==> src/rtl/pllBringupPkg.sv <==
package pllBringupPkg;
  localparam int BAND_W = 7;
  localparam int WIN_W = 8;
  localparam logic [19:0] SIGNATURE = 20'hABCDE;
  localparam int MUL_K = 77;
  localparam int DIV_K = 192;
  localparam int WIN_MUL = 48;
  localparam int WIN_DIV = 66;
  localparam int WIN_TOL = 2;

  typedef struct packed {
    logic loadCount;
    logic loadBand;
    logic writeWin;
    logic tuneOn;
    logic tuneOff;
  } dpStrobe_t;
endpackage

==> src/rtl/pllBandPath.sv <==
module pllBandPath
  import pllBringupPkg::*;
(
  input  logic              clk,
  input  logic              rstN,
  input  dpStrobe_t         stb,
  input  logic [31:0]       countWord,
  output logic [BAND_W-1:0] band,
  output logic [WIN_W-1:0]  winLow,
  output logic [WIN_W-1:0]  winHigh,
  output logic              tuneEn,
  output logic              fast66
);
  logic [31:0] cntReg;
  logic        sigOk;
  logic [16:0] prod;
  logic [16:0] freq;
  logic [BAND_W-1:0] bandNext;
  logic [12:0] winProd;
  logic [WIN_W-1:0] winCalc;

  assign sigOk = (cntReg[31:12] == SIGNATURE);
  assign prod  = 17'(cntReg[8:0]) * 17'(MUL_K);
  assign freq  = prod / 17'(DIV_K);

  always_comb begin
    if (!sigOk)              bandNext = BAND_W'(33);
    else if (freq < 17'd40)  bandNext = BAND_W'(33);
    else if (freq < 17'd45)  bandNext = BAND_W'(40);
    else if (freq < 17'd55)  bandNext = BAND_W'(50);
    else                     bandNext = BAND_W'(66);
  end

  assign winProd = 13'(band) * 13'(WIN_MUL);
  assign winCalc = WIN_W'(winProd / 13'(WIN_DIV));

  always_ff @(posedge clk) begin
    if (!rstN) begin
      cntReg  <= '0;
      band    <= '0;
      winLow  <= '0;
      winHigh <= '0;
      tuneEn  <= 1'b0;
      fast66  <= 1'b0;
    end else begin
      if (stb.loadCount) cntReg <= countWord;
      if (stb.loadBand) begin
        band   <= bandNext;
        fast66 <= (bandNext > BAND_W'(60));
      end
      if (stb.writeWin) begin
        winLow  <= winCalc;
        winHigh <= winCalc + WIN_W'(WIN_TOL);
      end
      if (stb.tuneOn)       tuneEn <= 1'b1;
      else if (stb.tuneOff) tuneEn <= 1'b0;
    end
  end

  AST_WIN_SPAN: assert property (@(posedge clk) disable iff (!rstN)
    $rose(tuneEn) |-> (winHigh == winLow + WIN_W'(WIN_TOL))) else $error("window span");
endmodule

==> src/rtl/pllLockCtrl.sv <==
module pllLockCtrl
  import pllBringupPkg::*;
#(
  parameter int POLL_LIMIT = 'h5000,
  parameter int HOLD_COUNT = 'h1000,
  parameter int MAX_TRIES  = 8
) (
  input  logic      clk,
  input  logic      rstN,
  input  logic      start,
  input  logic      lock,
  input  logic      tick,
  output dpStrobe_t stb,
  output logic      done,
  output logic      success,
  output logic      fail
);
  localparam int POLL_W = $clog2(POLL_LIMIT + 1);
  localparam int HOLD_W = $clog2(HOLD_COUNT + 1);
  localparam int TRY_W  = $clog2(MAX_TRIES + 1);

  typedef enum logic [2:0] {S_IDLE, S_MEAS, S_WIN, S_POLL, S_HOLD} state_t;
  state_t state;
  logic [POLL_W-1:0] pollCnt;
  logic [HOLD_W-1:0] holdCnt;
  logic [TRY_W-1:0]  tryCnt;
  logic pollExpire, holdBreak, holdDone, attemptFail, lastTry;

  assign pollExpire  = (state == S_POLL) && tick && !lock && (pollCnt == POLL_W'(POLL_LIMIT - 1));
  assign holdBreak   = (state == S_HOLD) && tick && !lock;
  assign holdDone    = (state == S_HOLD) && tick && lock && (holdCnt == HOLD_W'(HOLD_COUNT - 1));
  assign attemptFail = pollExpire || holdBreak;
  assign lastTry     = (tryCnt == TRY_W'(MAX_TRIES - 1));

  always_comb begin
    stb = '0;
    stb.loadCount = (state == S_IDLE) && start;
    stb.loadBand  = (state == S_MEAS);
    stb.writeWin  = (state == S_WIN) || (attemptFail && !lastTry);
    stb.tuneOn    = (state == S_WIN);
    stb.tuneOff   = holdDone || attemptFail;
  end

  always_ff @(posedge clk) begin
    if (!rstN) begin
      state   <= S_IDLE;
      pollCnt <= '0;
      holdCnt <= '0;
      tryCnt  <= '0;
      done    <= 1'b0;
      success <= 1'b0;
      fail    <= 1'b0;
    end else begin
      done <= 1'b0;
      case (state)
        S_IDLE: if (start) begin
          success <= 1'b0;
          fail    <= 1'b0;
          state   <= S_MEAS;
        end
        S_MEAS: state <= S_WIN;
        S_WIN: begin
          tryCnt  <= '0;
          pollCnt <= '0;
          state   <= S_POLL;
        end
        S_POLL: if (tick) begin
          if (lock) begin
            holdCnt <= '0;
            state   <= S_HOLD;
          end else if (!pollExpire) begin
            pollCnt <= pollCnt + 1'b1;
          end
        end
        S_HOLD: if (tick && lock) begin
          if (holdDone) begin
            success <= 1'b1;
            done    <= 1'b1;
            state   <= S_IDLE;
          end else begin
            holdCnt <= holdCnt + 1'b1;
          end
        end
        default: state <= S_IDLE;
      endcase
      if (attemptFail) begin
        if (lastTry) begin
          fail  <= 1'b1;
          done  <= 1'b1;
          state <= S_IDLE;
        end else begin
          tryCnt  <= tryCnt + 1'b1;
          pollCnt <= '0;
          state   <= S_POLL;
        end
      end
    end
  end

  AST_DONE_PULSE: assert property (@(posedge clk) disable iff (!rstN)
    done |=> !done) else $error("done width");
  AST_RESULT_EXCL: assert property (@(posedge clk) disable iff (!rstN)
    !(success && fail)) else $error("both results");
  AST_TRY_BOUND: assert property (@(posedge clk) disable iff (!rstN)
    tryCnt < TRY_W'(MAX_TRIES)) else $error("attempt overrun");
endmodule

==> src/rtl/pllBringup.sv <==
module pllBringup
  import pllBringupPkg::*;
#(
  parameter int POLL_LIMIT = 'h5000,
  parameter int HOLD_COUNT = 'h1000,
  parameter int MAX_TRIES  = 8
) (
  input  logic        clk,
  input  logic        rstN,
  input  logic        start,
  input  logic [31:0] countWord,
  input  logic        lock,
  input  logic        tick,
  output logic [7:0]  winLow,
  output logic [7:0]  winHigh,
  output logic        tuneEn,
  output logic [6:0]  band,
  output logic        fast66,
  output logic        done,
  output logic        success,
  output logic        fail
);
  dpStrobe_t stb;

  pllLockCtrl #(.POLL_LIMIT(POLL_LIMIT), .HOLD_COUNT(HOLD_COUNT), .MAX_TRIES(MAX_TRIES)) uCtrl (
    .clk(clk), .rstN(rstN), .start(start), .lock(lock), .tick(tick),
    .stb(stb), .done(done), .success(success), .fail(fail));

  pllBandPath uPath (
    .clk(clk), .rstN(rstN), .stb(stb), .countWord(countWord),
    .band(band), .winLow(winLow), .winHigh(winHigh), .tuneEn(tuneEn), .fast66(fast66));

  AST_TUNE_OFF_ON_SUCCESS: assert property (@(posedge clk) disable iff (!rstN)
    success |-> !tuneEn) else $error("tuning left on");
  AST_WIN_KEPT: assert property (@(posedge clk) disable iff (!rstN)
    (success && $past(success)) |-> ($stable(winLow) && $stable(winHigh))) else $error("window moved");
  AST_FAST_MATCH: assert property (@(posedge clk) disable iff (!rstN)
    done |-> (fast66 == (band > 7'd60))) else $error("fast flag");
endmodule

==> config.mk <==
export PLATFORM = sky130hd
export DESIGN_NAME = pllBringup
export DESIGN_NICKNAME = d
export VERILOG_FILES = /design/src/rtl/pllBringupPkg.sv /design/src/rtl/pllBandPath.sv /design/src/rtl/pllLockCtrl.sv /design/src/rtl/pllBringup.sv
export SDC_FILE = /design/constraint.sdc
export NUM_CORES = 1
export LEC_CHECK = 0
export BUFFER_PORTS_ARGS = -buffer_cell sky130_fd_sc_hd__buf_2
export CAP_MARGIN = 15
export CORE_MARGIN = 3
export CORE_UTILIZATION = 55
export DETAILED_ROUTE_END_ITERATION = 10
export HOLD_SLACK_MARGIN = 0.06
export PLACE_DENSITY_LB_ADDON = 0.1
export SLEW_MARGIN = 0
export SYNTH_ARGS = -nofsm -noshare
export SYNTH_HDL_FRONTEND = slang
export SYNTH_SLANG_ARGS = --single-unit
export TNS_END_PERCENT = 50
==> constraint.sdc <==
create_clock -name clk -period 7.5 [get_ports clk]
set_clock_uncertainty 0.1 [all_clocks]
set_input_delay 1.5 -clock clk [delete_from_list [all_inputs] [get_ports clk]]
set_output_delay 1.5 -clock clk [all_outputs]
set_load 0.1 [all_outputs]
==> results of run 1 <==
worst max-delay path: cells and delay by family (launching register included):
family,cells,cell delay (ns)
compound gates,14,2.79
fa+ha+maj,5,1.32
buf+inv,1,0.04
flops,1,0.37
mux,2,0.46
simple gates,10,1.75
final cells by class:
class / instances / area share [%]
multi-input cells: 791 / 64.2
flip-flops and latches: 88 / 20.9
repair buffers: 99 / 7.00
clock buffers: 12 / 3.27
well taps: 172 / 2.53
inverters: 40 / 1.79
clock inverters: 3 / 0.265
logic make-up after synthesis:
kind of cell               after synthesis  share of synthesized area (%)
DFF                                     88                           23.7
and+or+nand+nor                        408                           26.9
AOI/OAI and AO/OA                      268                           26.8
buffers and inverters                   79                           4.34
xor gates and xnor gates                28                           3.30
adders and majority gates               69                           12.6
other                                    1                         0.0505
muxes                                   16                           2.29
registers in the layout, indices dropped and copies added, names as in the netlist, 3 cells and up:
| signal | flops |
|---|---|
| uPath.band | 6 |
| uCtrl.pollCnt | 15 |
| uPath.winHigh | 8 |
| uCtrl.tryCnt | 4 |
| uCtrl.holdCnt | 13 |
| uPath.winLow | 6 |
| uCtrl.state | 3 |
| uPath.cntReg | 29 |
placed cells by master, fill, tap and decap left out, types with 14 or more instances in the layout:
| master | instances |
|---|---|
| nand2_1 | 148 |
| nor2b_1 | 15 |
| nand3_1 | 40 |
| and3_1 | 14 |
| ha_1 | 55 |
| nor3_1 | 14 |
| nor2_1 | 73 |
| a21oi_1 | 40 |
| buf_4 | 40 |
| o21ai_0 | 39 |
| xnor2_1 | 15 |
| dfxtp_1 | 82 |
| a21boi_0 | 42 |
| buf_2 | 59 |
| inv_1 | 39 |
| and2_1 | 18 |
| nand4_1 | 18 |
metrics by stage:
stage / instances / instance area [sq um]
after global routing: 1205 / 8500
final: 1205 / 8500
after floorplan: 958 / 7450
after CTS: 1200 / 8360
after global placement: 1185 / 8060
after detailed placement: 1185 / 8060
path summary, 6_finish.rpt:
path                               from  slack [ns]  depth (start not counted)                             to
min               uCtrl.fail$_SDFF_PN0_        0.36                          2          uCtrl.fail$_SDFF_PN0_
max          uPath.band[3]$_SDFFE_PN0P_        0.52                         32  uPath.winHigh[0]$_SDFFE_PN0P_
max reg2reg  uPath.band[3]$_SDFFE_PN0P_        0.52                         32  uPath.winHigh[0]$_SDFFE_PN0P_
min reg2reg       uCtrl.fail$_SDFF_PN0_        0.36                          2          uCtrl.fail$_SDFF_PN0_
per-layer routing:
metal | global-route usage, % | routed length (um)
met1 | 35.0 | 8520
met2 | 36.1 | 7530
met3 | 3.13 | 1010
met4 | 5.81 | 242
met5 | 0 | 0
power by group through the flow:
stage,Combinational (W),Clock [W],Sequential (W)
2_1_floorplan,0.000471,0,0.000576
3_3_place_gp,0.000689,0,0.000521
3_5_place_dp,0.000696,0,0.000522
4_1_cts,0.000701,0.000453,0.000512
5_1_grt,0.000814,0.000473,0.000514
6_report,0.000729,0.000440,0.000512
timing repair:
action	in CTS	in global routing
endpoints found under the setup margin	0	5
resized for setup	0	26
endpoints found under the hold margin	0	0
setup buffers	0	5
==> flow_summary.yaml, run 1 <==
yosys:
  syn-instance-count: 957
  ys_async_sr_fraction_pct: 0
  yosys.area.top_type: "dfxtp_1"
  ys.flop_type: "dfxtp_1"
  syn_avg_cell_area_sq_um: 7.77
  ys_types: 96
  synthTopCellsByArea: "dfxtp_1 24%, ha_1 9.9%, nand2_1 7.5%, a21boi_0 4.2%, nor2_1 3.8%"
  syn-cell-area_sq_um: 7430
  synth-seq-area-share_pct: 23.7
  ys_top_cells_by_count: "148 x nand2_1, 88 x dfxtp_1, 76 x nor2_1"
  yosysTopAreaCellShare_pct: 23.7
  synth_most_common_cell: "nand2_1"
  ys_ff_latch: 88
  ys_warn_count: 0
  synth_edf_count: 0
clock_tree:
  htreeDepth: 3
  tritoncts: "built"
  hold_buffers: 0
  cts.sink_count: 88
  cts_buffer_depth: 2
  clock_latency_ns: 0.34
  path_clk_slew_ns: 0.06
  cts_buffers: 9
  root_buffer: "clkbuf_16"
grt:
  grt_pass1_vias: 6251
  overflow: 0
  grt_pass1_wl_um: 29300
  grt_util_all_layers_pct: 23.5
  grt_max_degree: 68
  antenna_found_initial: 0
layout:
  area_growth_pct: 14.4
  nNetsFinal: 1135
  regArea_sq_um: 1780
  n_fill_cell: 1153
  multi_input_area_sq_um: 5460
  fin_util_pct: 65.8
  drive_gt1_share_pct: 18.4
  diodes: 0
power_and_ir_drop:
  ir_drop_uv: 182
  p_sw_share_pct: 38.5
  power_density_nw_per_um2: 198
  power.switching_w: 0.000646
  combPwrFrac_pct: 43.4
  p_clk_share_pct: 26.2
  finalPower_w: 0.00168
  seqPwrFrac_pct: 30.4
  power.internal_w: 0.00103
  leakagePower_nw: 3.67
drt:
  ant_nets: 0
  drt_iter0_markers: 589
  drc: 0
  wl_um: 17300
  wl_per_cell_um: 14.4
  first_pass_iters: 5
  via_per_inst: 5.97
  via_count: 7195
critical_path:
  slowest_stage: "or3_1"
  critPathCaptureType: "flop"
  critPathMostFrequentCell: "ha_1"
  cp.required_ns: 7.61
  cp_max_fo: 8
  max_stage_delay_ns: 0.45
  setup.worst_path.start_class: "flop"
  cp.arrival_ns: 7.09
  crit_type: "flop to flop"
placed_design:
  pre_cts_ws_ns: 0.242
  dp_hpwl_um: 13000
  port_buffers: 59
  gp_congestion: 0.920
sta:
  worstMarginPinSlew_ns: 0.989
  max-slew-margin-rel_pct: 34.1
  whs_ns: 0.361
  period_minus_slack_ns: 6.98
  fmax_mhz: 143
  setup_viol: 0
  postLayoutSetupSlackWorst_ns: 0.517
  post-route-period-util_pct: 93.1
  hold_violations: 0
  finalMaxSlewViolations: 0
  fin_setup_tns_ns: 0
die:
  core_area_sq_um: 12900
  io_pins: 65
  start_util_pct: 57.5
  die_w_um: 122
  die_area_sq_um: 14900
  die_h_um: 122
  rows: 41
flow_run:
  cap_violations: 0
min_path:
  hold_path.class: "flop to flop"
run_status:
  status: "finished, final reports clean"
Power figures use the tool's default switching activity.
==> run 2, diff against run 1 <==
--- a/config.mk
+++ b/config.mk
@@ -5,8 +5,9 @@
 export SDC_FILE = /design/constraint.sdc
 export NUM_CORES = 1
 export LEC_CHECK = 0
-export BUFFER_PORTS_ARGS = -buffer_cell sky130_fd_sc_hd__buf_2
+export BUFFER_PORTS_ARGS = -buffer_cell sky130_fd_sc_hd__buf_4
 export CAP_MARGIN = 15
+export CORE_ASPECT_RATIO = 1.5
 export CORE_MARGIN = 3
 export CORE_UTILIZATION = 55
 export DETAILED_ROUTE_END_ITERATION = 10
@@ -15,5 +16,6 @@
 export SLEW_MARGIN = 0
 export SYNTH_ARGS = -nofsm -noshare
 export SYNTH_HDL_FRONTEND = slang
+export SYNTH_HIERARCHICAL = 1
 export SYNTH_SLANG_ARGS = --single-unit
 export TNS_END_PERCENT = 50
==> run 2 against run 1 <==
Effect of this change:
- core utilization shrank 0.14 points
- power shrank 6.9%
- count of clock-buffer cells in the layout shrank 2
- combinational power shrank 20%
- sequential power shrank 1%
- sequential share of layout area shrank 1.0 points
- non-clock buffer count grew 5
- sequential cell count is the same
- cell count shrank 3.5%
- global-route usage grew 1.8 points
- critical path type unchanged
- critical endpoint is now uPath/winLow[0]$_SDFFE_PN0P_
==> flow_summary.yaml, run 2 <==
run_status:
  status: "finished, final reports clean"
die:
  die_area_sq_um: 15600
  io_pins: 65
  rows: 52
  die_w_um: 103
  start_util_pct: 56.8
  die_h_um: 151
  core_area_sq_um: 13700
critical_path:
  crit_path_start: "uPath/band[4]$_SDFFE_PN0P_"
  crit_type: "flop to flop"
  cp.arrival_ns: 7.25
  ff2ff_path_depth: 31
  r2r_start: "uPath/band[4]$_SDFFE_PN0P_"
  critPathCaptureType: "flop"
  cp.required_ns: 7.63
  slowest_stage: "or4_4"
  max_stage_delay_ns: 0.55
  setup.worst_path.start_class: "flop"
  worstReg2RegEnd: "uPath/winLow[0]$_SDFFE_PN0P_"
  r2r_setup_slack_ns: 0.37
  crit_end: "uPath/winLow[0]$_SDFFE_PN0P_"
  cp_max_fo: 8
layout:
  regMostFlops: "uPath/cntReg"
  design_area_sq_um: 8970
  top_regs: "uPath/cntReg x29, uCtrl/pollCnt x15, uCtrl/holdCnt x13"
  largest_reg_flops: 29
  diodes: 0
  area_growth_pct: 15.6
  layout_common_cells: "102 x buf_4, 95 x nor2_1, 82 x dfxtp_1"
  drive_gt1_share_pct: 21.3
  nNetsFinal: 1102
  final_common_cell: "buf_4"
  fin_cells: 1163
drt:
  via_per_inst: 6.08
  ant_nets: 0
  drc: 0
  drt_iter0_markers: 318
  first_pass_iters: 5
  wl_um: 19200
  via_count: 7074
  wl_per_cell_um: 16.5
yosys:
  ys_types: 118
  syn_avg_cell_area_sq_um: 8.43
  ys_top_cells_by_count: "95 x nor2_1, 88 x dfxtp_1, 62 x nand2_1"
  yosys.area.top_type: "dfxtp_1"
  synth-seq-area-share_pct: 22.7
  syn-cell-area_sq_um: 7760
  ys_async_sr_fraction_pct: 0
  syn-instance-count: 921
  synth_most_common_cell: "nor2_1"
  ys_ff_latch: 88
  ys_warn_count: 6
  synthTopCellsByArea: "dfxtp_1 23%, ha_1 9.5%, mux2i_1 5.3%, nor2_1 4.6%, a21oi_1 3.2%"
  synth_edf_count: 0
  yosysTopAreaCellShare_pct: 22.7
  ys.flop_type: "dfxtp_1"
sta:
  setup_viol: 0
  period_minus_slack_ns: 7.13
  whs_ns: 0.375
  finalMaxSlewViolations: 0
  hold_violations: 0
  max-slew-margin-rel_pct: 27.4
  post-route-period-util_pct: 95.0
  worstMarginPinSlew_ns: 1.08
  fmax_mhz: 140
clock_tree:
  cts_buffers: 9
  path_clk_slew_ns: 0.07
  root_buffer: "clkbuf_16"
  htreeDepth: 3
  cts.sink_count: 88
  clock_latency_ns: 0.34
  tritoncts: "built"
  cts_buffer_depth: 2
power_and_ir_drop:
  leakagePower_nw: 3.66
  finalPower_w: 0.00157
  power_density_nw_per_um2: 175
  ir_drop_uv: 189
placed_design:
  port_buffers: 59
  dpl.cell_count: 1141
  placed_area_sq_um: 8540
  dp_hpwl_um: 14600
  gp_congestion: 0.944
grt:
  grt_util_all_layers_pct: 25.3
  grt_max_degree: 46
  grt_pass1_wl_um: 32300
  overflow: 0
  grt_pass1_vias: 6970
  antenna_found_initial: 0
flow_run:
  cap_violations: 0
min_path:
  hold_path.class: "flop to flop"
  min-delay-start: "uCtrl/fail$_SDFF_PN0_"
run 2: cell count changes after synthesis, moves of 10 or more:
cell | previous run | this run
a211oi_1 | 8 | 20
and2_1 | 18 | 8
o21ai_0 | 40 | 26
a21boi_0 | 42 | 2
nand2_1 | 148 | 62
nor2_1 | 76 | 95
mux2i_1 | 8 | 41
inv_1 | 39 | 52
and3_1 | 14 | 4
run 2: cells by family (layout without fill, tap and decap cells):
family                     Yosys count  count (layout)  synth area share, %
xor gates and xnor gates            36              36                 4.26
AOI/OAI and AO/OA                  223             223                 22.7
and+or+nand+nor                    354             354                 25.1
buffers and inverters               96             175                 5.84
other                                1               2               0.0483
adders and majority gates           69              69                 12.1
DFF                                 88              88                 22.7
muxes                               54              54                 7.17
run 2: critical path, delay by kind of cell (launching register included):
family	cells	cell delay (ns)
buf+inv	4	0.27
compound gates	13	2.60
simple gates	9	2.44
fa+ha+maj	5	1.23
flops	1	0.37
run 2: area by class of cell:
cell class | instances | area, sq um
Clock buffer | 10 | 239
Multi-Input combinational cell | 738 | 5670
Tap cell | 162 | 203
Inverter | 55 | 206
Timing Repair Buffer | 104 | 797
Clock inverter | 6 | 73.8
Sequential cell | 88 | 1780
Fill cell | 1221 | 4690
run 2: stage by stage:
stage	util, %	setup WS, ns	setup TNS (ns)
floorplan	-	0.0119	0
global placement	62.5	0.222	0
detailed placement	62.5	0.230	0
CTS	64.8	0.170	0
global route	65.6	-0.0277	-0.0277
finish	65.6	0.374	0
run 2: power by group:
part           internal, W  total (W)  switching (W)
registers         0.000486   0.000506      0.0000199
clock network     0.000272   0.000475       0.000203
logic             0.000240   0.000584       0.000344
total             0.000998    0.00157       0.000567
run 2: worst min path at each step:
stage / endpoint / slack [ns] / cells after the start
2_1_floorplan: uPath/cntReg[17]$_SDFFE_PN0P_ / 0.35 / 2
6_report: uCtrl/fail$_SDFF_PN0_ / 0.37 / 2
5_1_grt: uCtrl/fail$_SDFF_PN0_ / 0.39 / 2
3_5_place_dp: uCtrl/fail$_SDFF_PN0_ / 0.37 / 2
3_3_place_gp: uCtrl/fail$_SDFF_PN0_ / 0.36 / 2
4_1_cts: uCtrl/fail$_SDFF_PN0_ / 0.38 / 2
run 2: repair_timing:
item | in CTS | in global routing
endpoints found under the setup margin | 0 | 1
endpoints found under the hold margin | 0 | 0
setup buffers | 0 | 6
hold buffers | 0 | 0
resized for setup | 0 | 13
run 2: per-layer routing:
layer | track usage, % | vias to the layer above | part of all wire [%] | wire length, um
met2 | 47.1 | 138 | 53 | 10100
met5 | 0 | - | 0 | 0
li1 | - | 3567 | - | -
met4 | 8.68 | 0 | 2.6 | 501
met3 | 3.02 | 41 | 2.7 | 510
met1 | 29.4 | 3328 | 42 | 8090
==> run 3, diff against run 2 <==
--- a/config.mk
+++ b/config.mk
@@ -7,7 +7,6 @@
 export LEC_CHECK = 0
 export BUFFER_PORTS_ARGS = -buffer_cell sky130_fd_sc_hd__buf_4
 export CAP_MARGIN = 15
-export CORE_ASPECT_RATIO = 1.5
 export CORE_MARGIN = 3
 export CORE_UTILIZATION = 55
 export DETAILED_ROUTE_END_ITERATION = 10
==> run 3 against run 2 <==
Effect of this change:
- register-to-register slack got worse by 0.05 ns
- core utilization rose by 0.19 points
- count of clock-buffer cells in the layout rose by 1
- first-iteration DRC count rose by 63%
- sequential power barely moved
- non-clock buffer count fell by 10
==> flow_summary.yaml, run 3 (synthesized netlist as in run 2, its figures left out) <==
die:
  die_h_um: 125
  die_w_um: 125
  rows: 42
  start_util_pct: 57.5
  die_area_sq_um: 15600
  io_pins: 65
  core_area_sq_um: 13500
critical_path:
  setup.worst_path.start_class: "flop"
  crit_path_start: "uPath/band[4]$_SDFFE_PN0P_"
  worst-path-buf-inv: 4
  cp.required_ns: 7.62
  critPathCaptureType: "flop"
  slowest_stage: "or4_4"
  cp_max_fo: 8
  max_stage_delay_ns: 0.56
  r2r_start: "uPath/band[4]$_SDFFE_PN0P_"
  path_delay_family: "compound AO/OA/AOI/OAI gates"
  cp.arrival_ns: 7.30
  crit_type: "flop to flop"
  r2r_setup_slack_ns: 0.32
grt:
  overflow: 0
  grt_pass1_wl_um: 30600
  grt_pass1_vias: 6374
  grt_util_all_layers_pct: 22.8
  antenna_found_initial: 0
  grt_max_degree: 46
sta:
  hold_violations: 0
  max-slew-margin-rel_pct: 44.0
  whs_ns: 0.357
  period_minus_slack_ns: 7.18
  post-route-period-util_pct: 95.7
  fmax_mhz: 139
  postLayoutSetupSlackWorst_ns: 0.321
  finalMaxSlewViolations: 0
  setup_viol: 0
  worstMarginPinSlew_ns: 0.833
drt:
  first_pass_iters: 5
  ant_nets: 0
  wl_um: 18300
  via_per_inst: 6.00
  drc: 0
  drt_iter0_markers: 517
  wl_per_cell_um: 15.7
  via_count: 7000
placed_design:
  gp_congestion: 0.896
  port_buffers: 59
  pre_cts_ws_ns: 0.137
  dp_hpwl_um: 13800
power_and_ir_drop:
  ir_drop_uv: 126
  finalPower_w: 0.00154
  power_density_nw_per_um2: 173
  leakagePower_nw: 3.61
clock_tree:
  cts.sink_count: 88
  hold_buffers: 0
  tritoncts: "built"
  root_buffer: "clkbuf_16"
  cts_buffer_depth: 2
  cts_buffers: 9
  clock_latency_ns: 0.34
  path_clk_slew_ns: 0.06
  htreeDepth: 3
layout:
  nNetsFinal: 1092
  drive_gt1_share_pct: 20.6
  final_common_cell: "nor2_1"
  largest_reg_flops: 29
  regMostFlops: "uPath/cntReg"
  fin_util_pct: 65.8
  area_growth_pct: 14.6
  top_regs: "uPath/cntReg x29, uCtrl/pollCnt x15, uCtrl/holdCnt x13"
  layout_common_cells: "95 x nor2_1, 93 x buf_4, 82 x dfxtp_1"
  diodes: 0
min_path:
  hold_path.class: "flop to flop"
  min-delay-start: "uCtrl/success$_SDFFE_PN0P_"
flow_run:
  cap_violations: 0
run_status:
  status: "finished, final reports clean"
[run 3: cell types whose count changed in the layout (fill, tap and decap cells not counted), sizes merged]
cell | previous run | this run
buf | 104 | 94
clkinv | 0 | 2
clkinvlp | 2 | 0
clkbuf | 10 | 11
inv | 58 | 57
[run 3: cell type report]
type,count,area [sq um]
Timing Repair Buffer,94,709
Tap cell,176,220
Sequential cell,88,1780
Inverter,55,206
Fill cell,1134,4610
Clock buffer,11,253
Clock inverter,5,61.3
Multi-Input combinational cell,738,5660
[run 3: tightest hold or removal path, delay by kind of cell, from the launching register on]
family,cells,cell delay [ns]
simple gates,2,0.10
flops,1,0.31
[run 3: layer usage]
layer,up-vias,track usage [%],part of all wire (%)
met5,-,0,0
met4,0,3.93,0.63
met3,10,4.46,4.7
met2,148,37.8,47
met1,3283,31.3,48
li1,3559,-,-
[run 3: path summary, 6_finish.rpt]
kind,to,cells past startpoint
min,uCtrl/success$_SDFFE_PN0P_,2
max reg2reg,uPath/winLow[0]$_SDFFE_PN0P_,31
max,uPath/winLow[0]$_SDFFE_PN0P_,31
min reg2reg,uCtrl/success$_SDFFE_PN0P_,2
[run 3: metrics by stage]
stage | TNS (ns) | instances | area, sq um
3_5_place_dp | 0 | 1144 | 8470
2_1_floorplan | 0 | 922 | 7840
4_1_cts | 0 | 1160 | 8780
5_1_grt | -0.00372 | 1167 | 8890
3_3_place_gp | 0 | 1144 | 8470
6_report | 0 | 1167 | 8890
[run 3: timing repair]
item / 4_1_cts / 5_1_grt
setup endpoints to repair: 0 / 5
gates resized for setup: 0 / 14
setup buffers: 0 / 7
[run 3: where the power goes]
group	leakage, nW	internal (W)	switching [W]
registers	0.720	0.000486	0.0000207
clock network	0.157	0.000279	0.000189
logic	2.73	0.000223	0.000337
